<file path="src/rtl/uart_fcs_pkg.sv">
package uart_fcs_pkg;

    localparam int NFLAG     = 4;
    localparam int FL_TXWM   = 0;
    localparam int FL_RXFULL = 1;
    localparam int FL_IDLE   = 2;
    localparam int FL_ERR    = 3;

    localparam int ADDR_STAT = 0;
    localparam int ADDR_DATA = 1;

    typedef enum logic {
        SEQ_IDLE,
        SEQ_ARMED
    } seq_state_e;

    typedef enum logic [2:0] {
        ACC_NONE,
        ACC_STAT_RD,
        ACC_DATA_RD,
        ACC_DATA_WR,
        ACC_OTHER
    } acc_kind_e;

endpackage

</file>
<file path="src/rtl/uart_fcs_bus_dec.sv">
module uart_fcs_bus_dec
    import uart_fcs_pkg::*;
#(
    parameter int ADDR_W = 2
) (
    input  logic [ADDR_W-1:0] addr,
    input  logic              rd,
    input  logic              wr,
    output acc_kind_e         acc
);

    // Read takes precedence when both strobes are high.
    always_comb begin
        acc = ACC_NONE;
        if (rd) begin
            if (addr == ADDR_W'(ADDR_STAT))
                acc = ACC_STAT_RD;
            else if (addr == ADDR_W'(ADDR_DATA))
                acc = ACC_DATA_RD;
            else
                acc = ACC_OTHER;
        end else if (wr) begin
            if (addr == ADDR_W'(ADDR_DATA))
                acc = ACC_DATA_WR;
            else
                acc = ACC_OTHER;
        end
    end

endmodule

</file>
<file path="src/rtl/uart_fcs_flag_cell.sv">
module uart_fcs_flag_cell #(
    parameter bit READ_CLASS = 1'b1
) (
    input  logic clk,
    input  logic rst_n,
    input  logic set_cond,
    input  logic stat_rd,
    input  logic data_rd,
    input  logic data_wr,
    input  logic flush,
    input  logic dma_clr,
    input  logic seq_open,
    output logic flag_q,
    output logic arm_q,
    output logic arm_nxt
);

    logic acc_hit;
    logic clr;
    logic flag_nxt;

    generate
        if (READ_CLASS) begin : g_rd_class
            assign acc_hit = data_rd;
        end else begin : g_wr_class
            assign acc_hit = data_wr;
        end
    endgenerate

    assign clr = (seq_open & arm_q & acc_hit) | dma_clr;

    // Set wins over clear so a persisting cause keeps the flag up.
    assign flag_nxt = (flag_q & ~clr) | set_cond;

    always_comb begin
        if (flush)
            arm_nxt = 1'b0;
        else if (stat_rd)
            arm_nxt = flag_q & ~dma_clr;
        else if (clr)
            arm_nxt = 1'b0;
        else
            arm_nxt = arm_q;
    end

    always_ff @(posedge clk or negedge rst_n) begin
        if (!rst_n) begin
            flag_q <= 1'b0;
            arm_q  <= 1'b0;
        end else begin
            flag_q <= flag_nxt;
            arm_q  <= arm_nxt;
        end
    end

endmodule

</file>
<file path="src/rtl/uart_fcs_seq_fsm.sv">
module uart_fcs_seq_fsm
    import uart_fcs_pkg::*;
(
    input  logic clk,
    input  logic rst_n,
    input  logic flush,
    input  logic any_arm_nxt,
    output logic seq_open
);

    seq_state_e state_q;
    seq_state_e state_n;

    always_comb begin
        state_n = state_q;
        unique case (state_q)
            SEQ_IDLE: begin
                if (!flush && any_arm_nxt)
                    state_n = SEQ_ARMED;      // capture
            end
            SEQ_ARMED: begin
                if (flush)
                    state_n = SEQ_IDLE;       // flush
                else if (!any_arm_nxt)
                    state_n = SEQ_IDLE;       // drained
            end
            default: state_n = SEQ_IDLE;
        endcase
    end

    always_ff @(posedge clk or negedge rst_n) begin
        if (!rst_n)
            state_q <= SEQ_IDLE;
        else
            state_q <= state_n;
    end

    always_comb begin
        seq_open = (state_q == SEQ_ARMED);
    end

endmodule

</file>
<file path="src/rtl/uart_fcs_rx_ptr.sv">
module uart_fcs_rx_ptr #(
    parameter int DEPTH = 16,
    localparam int PTR_W = $clog2(DEPTH)
) (
    input  logic             clk,
    input  logic             rst_n,
    input  logic             flush,
    input  logic             pop,
    output logic [PTR_W-1:0] rptr
);

    localparam logic [PTR_W-1:0] LAST = PTR_W'(DEPTH - 1);

    // Advances on every pop, empty or not; only a flush realigns it.
    always_ff @(posedge clk or negedge rst_n) begin
        if (!rst_n)
            rptr <= '0;
        else if (flush)
            rptr <= '0;
        else if (pop)
            rptr <= (rptr == LAST) ? '0 : rptr + 1'b1;
    end

endmodule

</file>
<file path="src/rtl/uart_flag_clear_seq.sv">
module uart_flag_clear_seq
    import uart_fcs_pkg::*;
#(
    parameter int DW     = 8,
    parameter int ADDR_W = 2,
    parameter int DEPTH  = 16,
    localparam int PTR_W = $clog2(DEPTH),
    localparam int LVL_W = PTR_W + 1
) (
    input  logic              clk,
    input  logic              rst_n,
    input  logic [ADDR_W-1:0] bus_addr,
    input  logic              bus_rd,
    input  logic              bus_wr,
    input  logic [DW-1:0]     bus_wdata,
    output logic [DW-1:0]     bus_rdata,
    input  logic [LVL_W-1:0]  tx_level,
    input  logic [LVL_W-1:0]  tx_wm,
    input  logic [LVL_W-1:0]  rx_level,
    input  logic [LVL_W-1:0]  rx_wm,
    input  logic              idle_evt,
    input  logic              err_evt,
    input  logic              tx_dma_en,
    input  logic              rx_dma_en,
    input  logic              tx_dma_done,
    input  logic              rx_dma_done,
    input  logic              rx_flush,
    input  logic [DW-1:0]     rx_data,
    output logic              tx_push,
    output logic [DW-1:0]     tx_push_data,
    output logic              rx_pop,
    output logic [PTR_W-1:0]  rx_rptr,
    output logic              irq,
    output logic              tx_dma_req,
    output logic              rx_dma_req
);

    acc_kind_e        acc;
    logic             stat_rd;
    logic             data_rd;
    logic             data_wr;
    logic             any_rd;
    logic             seq_open;
    logic [NFLAG-1:0] set_vec;
    logic [NFLAG-1:0] dma_clr_vec;
    logic [NFLAG-1:0] dma_mask;
    logic [NFLAG-1:0] flag_vec;
    logic [NFLAG-1:0] arm_vec;
    logic [NFLAG-1:0] arm_nxt_vec;

    uart_fcs_bus_dec #(.ADDR_W(ADDR_W)) u_dec (
        .addr (bus_addr),
        .rd   (bus_rd),
        .wr   (bus_wr),
        .acc  (acc)
    );

    assign stat_rd = (acc == ACC_STAT_RD);
    assign data_rd = (acc == ACC_DATA_RD);
    assign data_wr = (acc == ACC_DATA_WR);
    assign any_rd  = bus_rd;

    always_comb begin
        set_vec            = '0;
        set_vec[FL_TXWM]   = (tx_level <= tx_wm);
        set_vec[FL_RXFULL] = (rx_level != '0) && (rx_level >= rx_wm);
        set_vec[FL_IDLE]   = idle_evt;
        set_vec[FL_ERR]    = err_evt;

        dma_mask            = '0;
        dma_mask[FL_TXWM]   = tx_dma_en;
        dma_mask[FL_RXFULL] = rx_dma_en;

        dma_clr_vec            = '0;
        dma_clr_vec[FL_TXWM]   = tx_dma_en & tx_dma_done;
        dma_clr_vec[FL_RXFULL] = rx_dma_en & rx_dma_done;
    end

    for (genvar i = 0; i < NFLAG; i++) begin : g_flag
        localparam bit RCLASS = (i != FL_TXWM);
        uart_fcs_flag_cell #(.READ_CLASS(RCLASS)) u_cell (
            .clk      (clk),
            .rst_n    (rst_n),
            .set_cond (set_vec[i]),
            .stat_rd  (stat_rd),
            .data_rd  (data_rd),
            .data_wr  (data_wr),
            .flush    (rx_flush),
            .dma_clr  (dma_clr_vec[i]),
            .seq_open (seq_open),
            .flag_q   (flag_vec[i]),
            .arm_q    (arm_vec[i]),
            .arm_nxt  (arm_nxt_vec[i])
        );
    end

    uart_fcs_seq_fsm u_fsm (
        .clk         (clk),
        .rst_n       (rst_n),
        .flush       (rx_flush),
        .any_arm_nxt (|arm_nxt_vec),
        .seq_open    (seq_open)
    );

    uart_fcs_rx_ptr #(.DEPTH(DEPTH)) u_rptr (
        .clk   (clk),
        .rst_n (rst_n),
        .flush (rx_flush),
        .pop   (data_rd),
        .rptr  (rx_rptr)
    );

    always_ff @(posedge clk or negedge rst_n) begin
        if (!rst_n)
            bus_rdata <= '0;
        else if (any_rd) begin
            if (stat_rd)
                bus_rdata <= DW'(flag_vec);
            else if (data_rd)
                bus_rdata <= rx_data;
            else
                bus_rdata <= '0;
        end
    end

    assign tx_push      = data_wr;
    assign tx_push_data = bus_wdata;
    assign rx_pop       = data_rd;
    assign irq          = |(flag_vec & ~dma_mask);
    assign tx_dma_req   = flag_vec[FL_TXWM] & tx_dma_en;
    assign rx_dma_req   = flag_vec[FL_RXFULL] & rx_dma_en;

endmodule

</file>
<file path="config.mk">
export PLATFORM = sky130hd
export DESIGN_NAME = uart_flag_clear_seq
export DESIGN_NICKNAME = d
export VERILOG_FILES = /design/src/rtl/uart_fcs_pkg.sv /design/src/rtl/uart_fcs_bus_dec.sv /design/src/rtl/uart_fcs_flag_cell.sv /design/src/rtl/uart_fcs_seq_fsm.sv /design/src/rtl/uart_fcs_rx_ptr.sv /design/src/rtl/uart_flag_clear_seq.sv
export SDC_FILE = /design/constraint.sdc
export NUM_CORES = 1
export LEC_CHECK = 0
export BUFFER_PORTS_ARGS = -buffer_cell sky130_fd_sc_hd__buf_2
export CAP_MARGIN = 5
export CORE_ASPECT_RATIO = 1.25
export CORE_MARGIN = 3
export CORE_UTILIZATION = 46
export CTS_BUF_LIST = sky130_fd_sc_hd__clkbuf_8
export DETAILED_ROUTE_END_ITERATION = 8
export MAX_ROUTING_LAYER = met4
export PLACE_DENSITY = 0.8
export SLEW_MARGIN = 15
export SYNTH_ARGS = -nofsm -noshare
export SYNTH_HDL_FRONTEND = slang
export SYNTH_SLANG_ARGS = --single-unit
</file>
<file path="constraint.sdc">
create_clock -name clk -period 1.7 [get_ports clk]
set_clock_uncertainty 0.2 [all_clocks]
set_input_delay 0.085 -clock clk [delete_from_list [all_inputs] [get_ports clk]]
set_output_delay 0.085 -clock clk [all_outputs]
set_load 0.01 [all_outputs]
</file>
==> metrics.txt, run 1 <==
ys async rst share 100%; ANT cells 0; RSZ-0062 raised after global routing no; row cnt 21; GP Congestion 0.764; final wirelength 3220 um; Critical-path top delay cell dlygate4sd3_1; final number of hold-violating endpoints 3; number of enable flip-flop cells after synthesis 0; GRT Total Usage 19.3%; Post-CTS Setup Bufs 0; Post-synth top cells inv_1, dfrtp_1, nand2_1; count leader, synth inv_1; setup TNS 0 ns; first-pass GRT wire length 5150 um; delay-heaviest family, CP buffers and inverters; Worst Path Required 1.63 ns; Power Density 620 mW/mm2; Clock Tree Buf Depth 2; vias per inst 5.07; Max-slew headroom 69.2%; final number of max-transition violations 0; Peak VDD IR 0.480 mV; CTS tree built; fin cells 255; CTS Hold Bufs 26; CP Launch Type primary input; HPWL after DPL 2450 um; # IOs 74; Worst Path Arrival 1.51 ns; register area 526 um2; largest net degree at the start of global routing 22; total power 1.18 mW; WL met2 1790 um; M1 WL 1220 um; Seq/Total Area, Yosys 38.8%; period utilization 93.1%; final hold slack -0.00839 ns; Synth area leaders dfrtp_1, ha_1, inv_1, buf_4, mux2i_1; Worst-path clk slew 0.08 ns; total iterations of the first detailed-routing run 4; hold crit path type primary input to flip-flop; initial antenna violation count 0; Slew @ Worst Pin 0.462 ns; routed wl met3 159 um; worst skew pair latency 0.26 ns; Synth Warn # 0; top sig layer met4; ys flop type dfrtp_1; post-place setup slack 0.152 ns; critical path fanouts, max 2; Final Util 68.8%; Sink Count 21; multi-input logic area 629 um2; Num CTS Buffers 3; post-route cell area 0.00190 mm2; post-synthesis net count 206; Starting DRT DRC Count 36; die area 0.00364 mm2; status complete, but fails checks; antenna viol nets, final 0; Final min period 1.58 ns; area share of the largest cell type after synthesis 38.8%; CORE AREA 0.00276 mm2; CTS root buffer clkbuf_8; share of layout cells above drive strength 1 30.8%; post-synth design cell area 0.00136 mm2; Initial Util 49.1%; CP peak stage delay 0.54 ns; fmax 0.632 GHz; WL per Instance 12.6 um; IO buf count 57; fillers 234; H-tree levels 1; leak pwr 1.01 nW; Die H 66.7 um; setup ws final 0.118 ns; Syn Area/Cell 9.28 um2; critical path class primary input to flip-flop; #FFs+latches synth 21; Layout Nets 282; Vias 1,293; placed instance area 0.00159 mm2; post-synth cell types 34; CP Capture Type flip-flop; Placed Cells 225; cells after synthesis 146; Setup-failing EPs final 0; worst path bufs/invs 3; drt drc 0; largest area contributor in the netlist dfrtp_1; max cap viols 0; crit path cell chain dlygate4sd3_1, buf_2, nand2_1, dlygate4sd3_1, nand3_1, o221ai_1; failing checks negative hold slack; vias in the first global route 1,281; cell repeated most along the worst path dlygate4sd3_1; global route overflow 0; die width 54.5 um; number of gates resized after CTS 0; Area Overhead vs Synth 40.0%
## final cells by class
| cell class | instances | area share [%] |
|---|---|---|
| well taps | 34 | 2.24 |
| clock inverters | 1 | 0.396 |
| inverters | 26 | 5.15 |
| flip-flops and latches | 21 | 27.7 |
| repair buffers | 84 | 29.2 |
| multi-input cells | 86 | 33.2 |
| clock buffers | 3 | 2.18 |
## layer usage
layer,up-vias,GRT usage [%]
met5,-,-
met4,0,5.30
met3,4,2.68
met2,44,35.9
met1,611,20.6
li1,634,-
## layout by cell type (no fill, tap or decap)
master	instances
mux2_2	1
xor2_1	1
and2b_2	1
a22o_1	1
buf_2	57
a32oi_1	2
mux2i_1	5
a211o_1	1
nand3_1	7
nor2_1	8
a21oi_1	7
dlygate4sd3_1	26
a221o_1	1
nand2b_1	1
o221ai_1	2
o21ai_0	7
clkinvlp_4	1
nor3b_4	1
ha_1	11
a211oi_1	1
inv_1	26
dfrtp_1	21
a21o_1	2
o22ai_1	5
and3b_2	1
and2_1	2
or2b_1	1
buf_4	1
clkbuf_8	3
a22oi_1	1
or3_1	1
nand2_1	12
a41oi_2	1
nor4bb_4	1
nor4_1	1
## cell families (layout without fill, tap and decap cells)
group	Yosys count	in the layout	synth area share (%)
flip-flops	21	21	38.8
AO/OA/AOI/OAI	31	31	15.5
adder cells (fa/ha/maj)	11	11	10.2
AND/OR/NAND/NOR	37	37	15.6
multiplexers	6	6	4.52
buffers and inverters	39	114	14.8
XOR/XNOR	1	1	0.646
## power by group
part | switching [mW] | total (mW) | internal, mW
sequential | 0.0228 | 0.552 | 0.529
clock | 0.168 | 0.334 | 0.165
combinational | 0.137 | 0.290 | 0.153
## flip-flops by register name, indices dropped and copies added (netlist names)
name and count:
u_fsm.seq_open 1, g_flag.u_cell.arm_q 4, g_flag.u_cell.flag_q 4, u_rptr.rptr 4, bus_rdata 8
## path summary, 6_finish.rpt
check,startpoint,endpoint,slack [ns],cells past startpoint
max in group asynchronous,rst_n,g_flag[0].u_cell.flag_q,0.87,2
min,bus_rd,bus_rdata[2],-0.008,2
min in group asynchronous,rst_n,bus_rdata[4],0.10,2
max,tx_dma_done,g_flag[0].u_cell.flag_q,0.12,6
min reg2reg,bus_rdata[2],bus_rdata[2],0.33,2
max reg2reg,u_fsm.seq_open,u_fsm.seq_open,0.17,3
Power figures use the tool's default switching activity.
==> run 2: changes to the inputs <==
--- a/config.mk
+++ b/config.mk
@@ -11,9 +11,11 @@
 export CORE_MARGIN = 3
 export CORE_UTILIZATION = 46
 export CTS_BUF_LIST = sky130_fd_sc_hd__clkbuf_8
+export CTS_CLUSTER_DIAMETER = 200
 export DETAILED_ROUTE_END_ITERATION = 8
 export MAX_ROUTING_LAYER = met4
 export PLACE_DENSITY = 0.8
+export SETUP_SLACK_MARGIN = 0.4
 export SLEW_MARGIN = 15
 export SYNTH_ARGS = -nofsm -noshare
 export SYNTH_HDL_FRONTEND = slang
==> run 2 against run 1 <==
  * The flow still finishes with violations (negative hold slack)
  * Power grew 0.66%
  * Sequential share of layout area shrank 0.58 points
  * Final cell count grew 1.6%
  * Combinational power grew 4%
  * Worst hold slack lost 0.086 ns
  * Fmax grew 11%
  * Sequential power is essentially flat
  * Die area is the same
  * Routed wire length grew 3.5%
==> metrics.txt, run 2 (same netlist as run 1, synthesis figures left out) <==
status complete, but fails checks; failing checks negative hold slack; post-place setup slack 0.162 ns; most frequent cells in the layout buf_2, inv_1, dlygate4sd3_1, dfrtp_1, nand2_1; final wirelength 3330 um; Worst Path Arrival 1.41 ns; Vias 1,304; largest register by flop count bus_rdata; setup TNS 0 ns; CTS Hold Bufs 24; Starting DRT DRC Count 26; die width 54.5 um; Final min period 1.42 ns; Num CTS Buffers 3; row cnt 21; Power Density 609 mW/mm2; Layout Nets 286; Sink Count 21; critical path class flip-flop to flip-flop; setup ws final 0.275 ns; total iterations of the first detailed-routing run 4; R2R setup slack 0.28 ns; CP Launch Type flip-flop; Max-slew headroom 68.1%; final number of hold-violating endpoints 7; Setup-failing EPs final 0; final number of max-transition violations 0; CTS tree built; largest net degree at the start of global routing 22; vias per inst 5.03; hold crit path type primary input to flip-flop; CP Capture Type flip-flop; final hold slack -0.0939 ns; Worst Path Required 1.68 ns; FF-to-FF path depth 3; Peak VDD IR 0.487 mV; ANT cells 0; WL per Instance 12.9 um; Worst Setup SP u_fsm.seq_open; Slew @ Worst Pin 0.478 ns; fmax 0.702 GHz; Clock Tree Buf Depth 2; critical path fanouts, max 4; HPWL after DPL 2310 um; drt drc 0; share of layout cells above drive strength 1 36.0%; Area Overhead vs Synth 43.3%; commonest non-fill, non-tap cell in the layout buf_2; first-pass GRT wire length 5180 um; # IOs 74; period utilization 83.8%; antenna viol nets, final 0; initial antenna violation count 0; worst skew pair latency 0.26 ns; GRT Total Usage 19.7%; max cap viols 0; vias in the first global route 1,275; GP Congestion 0.743; die area 0.00364 mm2; Largest register FFs 8; Worst R2R End u_fsm.seq_open; Setup crit end u_fsm.seq_open; CTS root buffer clkbuf_8; leak pwr 1.02 nW; reg2reg start u_fsm.seq_open; Worst-path clk slew 0.08 ns; CORE AREA 0.00276 mm2; global route overflow 0; H-tree levels 1; RSZ-0062 raised after global routing yes; IO buf count 57; Initial Util 49.1%; Die H 66.7 um
run 2: cell types whose count changed in the layout (fill, tap and decap cells not counted), moves of 2 or more:
cell	delta
dlygate4sd3_1	-2
buf_4	+6
nor2_1	-2
nor2_2	+2
run 2: layer usage:
metal  global-route usage, %  up-vias  part of all wire (%)
met2                    34.3       47                    55
met4                    8.72        0                  0.81
met5                       -        -                     0
met1                    22.4      607                    40
li1                        -      648                     -
met3                    1.57        2                   4.7
run 2: area by class of cell:
class	instances	area [um2]
clock buffers	3	41.3
multi-input cells	86	648
flip-flops and latches	21	527
inverters	26	97.6
repair buffers	88	578
well taps	34	42.5
fillers	230	817
clock inverters	1	7.51
run 2: how the worst min path moves through the flow:
| stage | from | end | slack (ns) | depth (start not counted) |
|---|---|---|---|---|
| floorplan | rst_n | bus_rdata[0] | -0.41 | 0 |
| global placement | rst_n | u_rptr.rptr[1] | -0.14 | 1 |
| detailed placement | rst_n | u_rptr.rptr[1] | -0.14 | 1 |
| CTS | rx_flush | u_rptr.rptr[3] | -0.09 | 2 |
| global route | rx_flush | u_rptr.rptr[0] | -0.08 | 2 |
| finish | rx_flush | u_rptr.rptr[0] | -0.09 | 2 |
run 2: critical path, cell delays in order, from the launching register on:
cell	delay, ns
dfrtp_1	0.41
a211o_1	0.27
a221o_1	0.33
a41oi_2	0.13
run 2: timing repair:
action	4_1_cts	5_1_grt
setup endpoints to repair	4	8
cloned	0	0
buffers inserted	6	0
gates resized for setup	2	4
pin swaps	2	0
endpoints found under the hold margin	48	7
run 2: report_power, final:
group / leakage, nW / switching, mW / internal (mW)
Sequential: 0.265 / 0.0198 / 0.529
Clock: 0.0217 / 0.167 / 0.165
Combinational: 0.735 / 0.144 / 0.158
run 2: through the flow:
| stage | instances | power (mW) | area (um2) | util (%) |
|---|---|---|---|---|
| after floorplan | 146 | 0.710 | 1360 | - |
| after global placement | 225 | 0.788 | 1590 | 57.6 |
| after detailed placement | 225 | 0.794 | 1590 | 57.6 |
| after CTS | 259 | 1.19 | 1930 | 70.1 |
| after global routing | 259 | 1.25 | 1940 | 70.4 |
| final | 259 | 1.18 | 1940 | 70.4 |
==> run 3: changes to the inputs <==
--- a/config.mk
+++ b/config.mk
@@ -9,12 +9,12 @@
 export CAP_MARGIN = 5
 export CORE_ASPECT_RATIO = 1.25
 export CORE_MARGIN = 3
-export CORE_UTILIZATION = 46
+export CORE_UTILIZATION = 41
 export CTS_BUF_LIST = sky130_fd_sc_hd__clkbuf_8
 export CTS_CLUSTER_DIAMETER = 200
 export DETAILED_ROUTE_END_ITERATION = 8
 export MAX_ROUTING_LAYER = met4
-export PLACE_DENSITY = 0.8
+export PLACE_DENSITY = 0.75
 export SETUP_SLACK_MARGIN = 0.4
 export SLEW_MARGIN = 15
 export SYNTH_ARGS = -nofsm -noshare
==> constraint.sdc (replaced) <==
create_clock -name clk -period 1.25 [get_ports clk]
set_clock_uncertainty 0.2 [all_clocks]
set_input_delay 0.0625 -clock clk [delete_from_list [all_inputs] [get_ports clk]]
set_output_delay 0.0625 -clock clk [all_outputs]
set_load 0.01 [all_outputs]
==> run 3 against run 2 <==
  * The run ends with negative hold slack, negative setup slack left
  * Fmax up 4.1%
  * Global-route usage fell by 3.8 points
  * First-iteration DRC count shrank 42%
  * Critical path type unchanged
  * Critical endpoint unchanged
  * Largest power group unchanged
==> metrics.txt, run 3 (same netlist as run 1, synthesis figures left out) <==
delay-heaviest family, CP compound AO/OA/AOI/OAI gates; Setup-failing EPs final 10; Max-slew headroom 68.7%; Die H 70.3 um; commonest non-fill, non-tap cell in the layout buf_2; most frequent cells in the layout buf_2, inv_1, buf_6, dfrtp_1, buf_4; Slew @ Worst Pin 0.470 ns; Final Util 68.6%; Largest register FFs 8; final number of hold-violating endpoints 49; row cnt 22; status complete, but fails checks; CP peak stage delay 0.38 ns; vias per inst 4.98; Critical-path top delay cell dfrtp_1; final number of max-transition violations 0; Area Overhead vs Synth 54.8%; antenna viol nets, final 0; FF-to-FF path depth 3; GRT Total Usage 15.9%; crit path cell chain a211o_1, a221o_1, a41oi_2; placed instance area 0.00179 mm2; ANT cells 0; GP Congestion 0.794; HPWL after DPL 2490 um; Worst Path Required 1.24 ns; share of layout cells above drive strength 1 55.9%; Vias 1,285; die width 57.4 um; critical path class flip-flop to flip-flop; initial antenna violation count 0; CP Launch Type flip-flop; fmax 0.731 GHz; reg2reg start u_fsm.seq_open; leak pwr 1.10 nW; CTS tree built; CTS root buffer clkbuf_8; vias in the first global route 1,200; global route overflow 0; Worst Path Arrival 1.35 ns; Crit path depth 3; Num CTS Buffers 3; max cap viols 0; Power Density 802 mW/mm2; CP Capture Type flip-flop; setup ws final -0.119 ns; largest register by flop count bus_rdata; Final min period 1.37 ns; RSZ-0062 raised after global routing yes; Worst Setup SP u_fsm.seq_open; IO buf count 57; final hold slack -0.457 ns; Sink Count 21; die area 0.00404 mm2; hold crit path type primary input to asynchronous set/reset pin; CORE AREA 0.00306 mm2; drt drc 0; Initial Util 44.3%; H-tree levels 1; WL per Instance 12.8 um; Peak VDD IR 0.620 mV; Layout Nets 283; worst skew pair latency 0.26 ns; # IOs 74; first-pass GRT wire length 5050 um; period utilization 109%; post-route cell area 0.00210 mm2; worst path bufs/invs 0; Starting DRT DRC Count 15; fillers 220; largest net degree at the start of global routing 22; critical path fanouts, max 2; Clock Tree Buf Depth 2; total iterations of the first detailed-routing run 4; Worst-path clk slew 0.08 ns; failing checks negative hold slack, negative setup slack; final wirelength 3310 um
==> run 3: final timing paths <==
path,to,slack (ns)
setup / recovery,u_fsm.seq_open,-0.12
hold / removal,g_flag[1].u_cell.arm_q,-0.46
setup reg to reg,u_fsm.seq_open,-0.12
hold reg to reg,bus_rdata[5],0.32
max in group asynchronous,u_rptr.rptr[2],0.96
min in group clk,g_flag[2].u_cell.flag_q,-0.23
==> run 3: what timing repair did <==
| item | in CTS | in global routing |
|---|---|---|
| buffers inserted | 5 | 5 |
| cloned | 0 | 0 |
| pin swaps | 12 | 12 |
| endpoints found under the hold margin | 49 | 48 |
| setup endpoints to repair | 34 | 36 |
| gates resized for setup | 27 | 19 |
==> run 3: through the flow <==
| step | total power [mW] | instances | setup TNS, ns | setup WS (ns) |
|---|---|---|---|---|
| after floorplan | 0.991 | 146 | -0.292 | -0.148 |
| after global placement | 1.14 | 244 | -0.479 | -0.117 |
| after detailed placement | 1.15 | 244 | -0.607 | -0.141 |
| after CTS | 1.67 | 253 | -0.508 | -0.135 |
| after global routing | 1.77 | 258 | -0.954 | -0.165 |
| final | 1.68 | 258 | -0.522 | -0.119 |
==> run 3: report_power, final <==
part	internal [mW]	switching, mW	total, mW
clock	0.219	0.226	0.445
combinational	0.273	0.219	0.492
sequential	0.720	0.0242	0.744
==> run 3: layout make-up <==
type                            instances  area (um2)  area share, %
Tap cell                               36        45.0           2.15
Sequential cell                        21         531           25.3
Multi-Input combinational cell         86         764           36.5
Timing Repair Buffer                   85         607           28.9
Inverter                               26         105           5.01
Clock buffer                            3        41.3           1.97
Clock inverter                          1        3.75          0.179
==> run 3: metal layers <==
metal  up-vias  global-route usage, %  part of all wire (%)
met5         -                      -                     0
met4         0                   5.41                   1.3
met3         5                   3.51                   5.0
met2        35                   25.3                    53
met1       603                   19.8                    41
li1        642                      -                     -
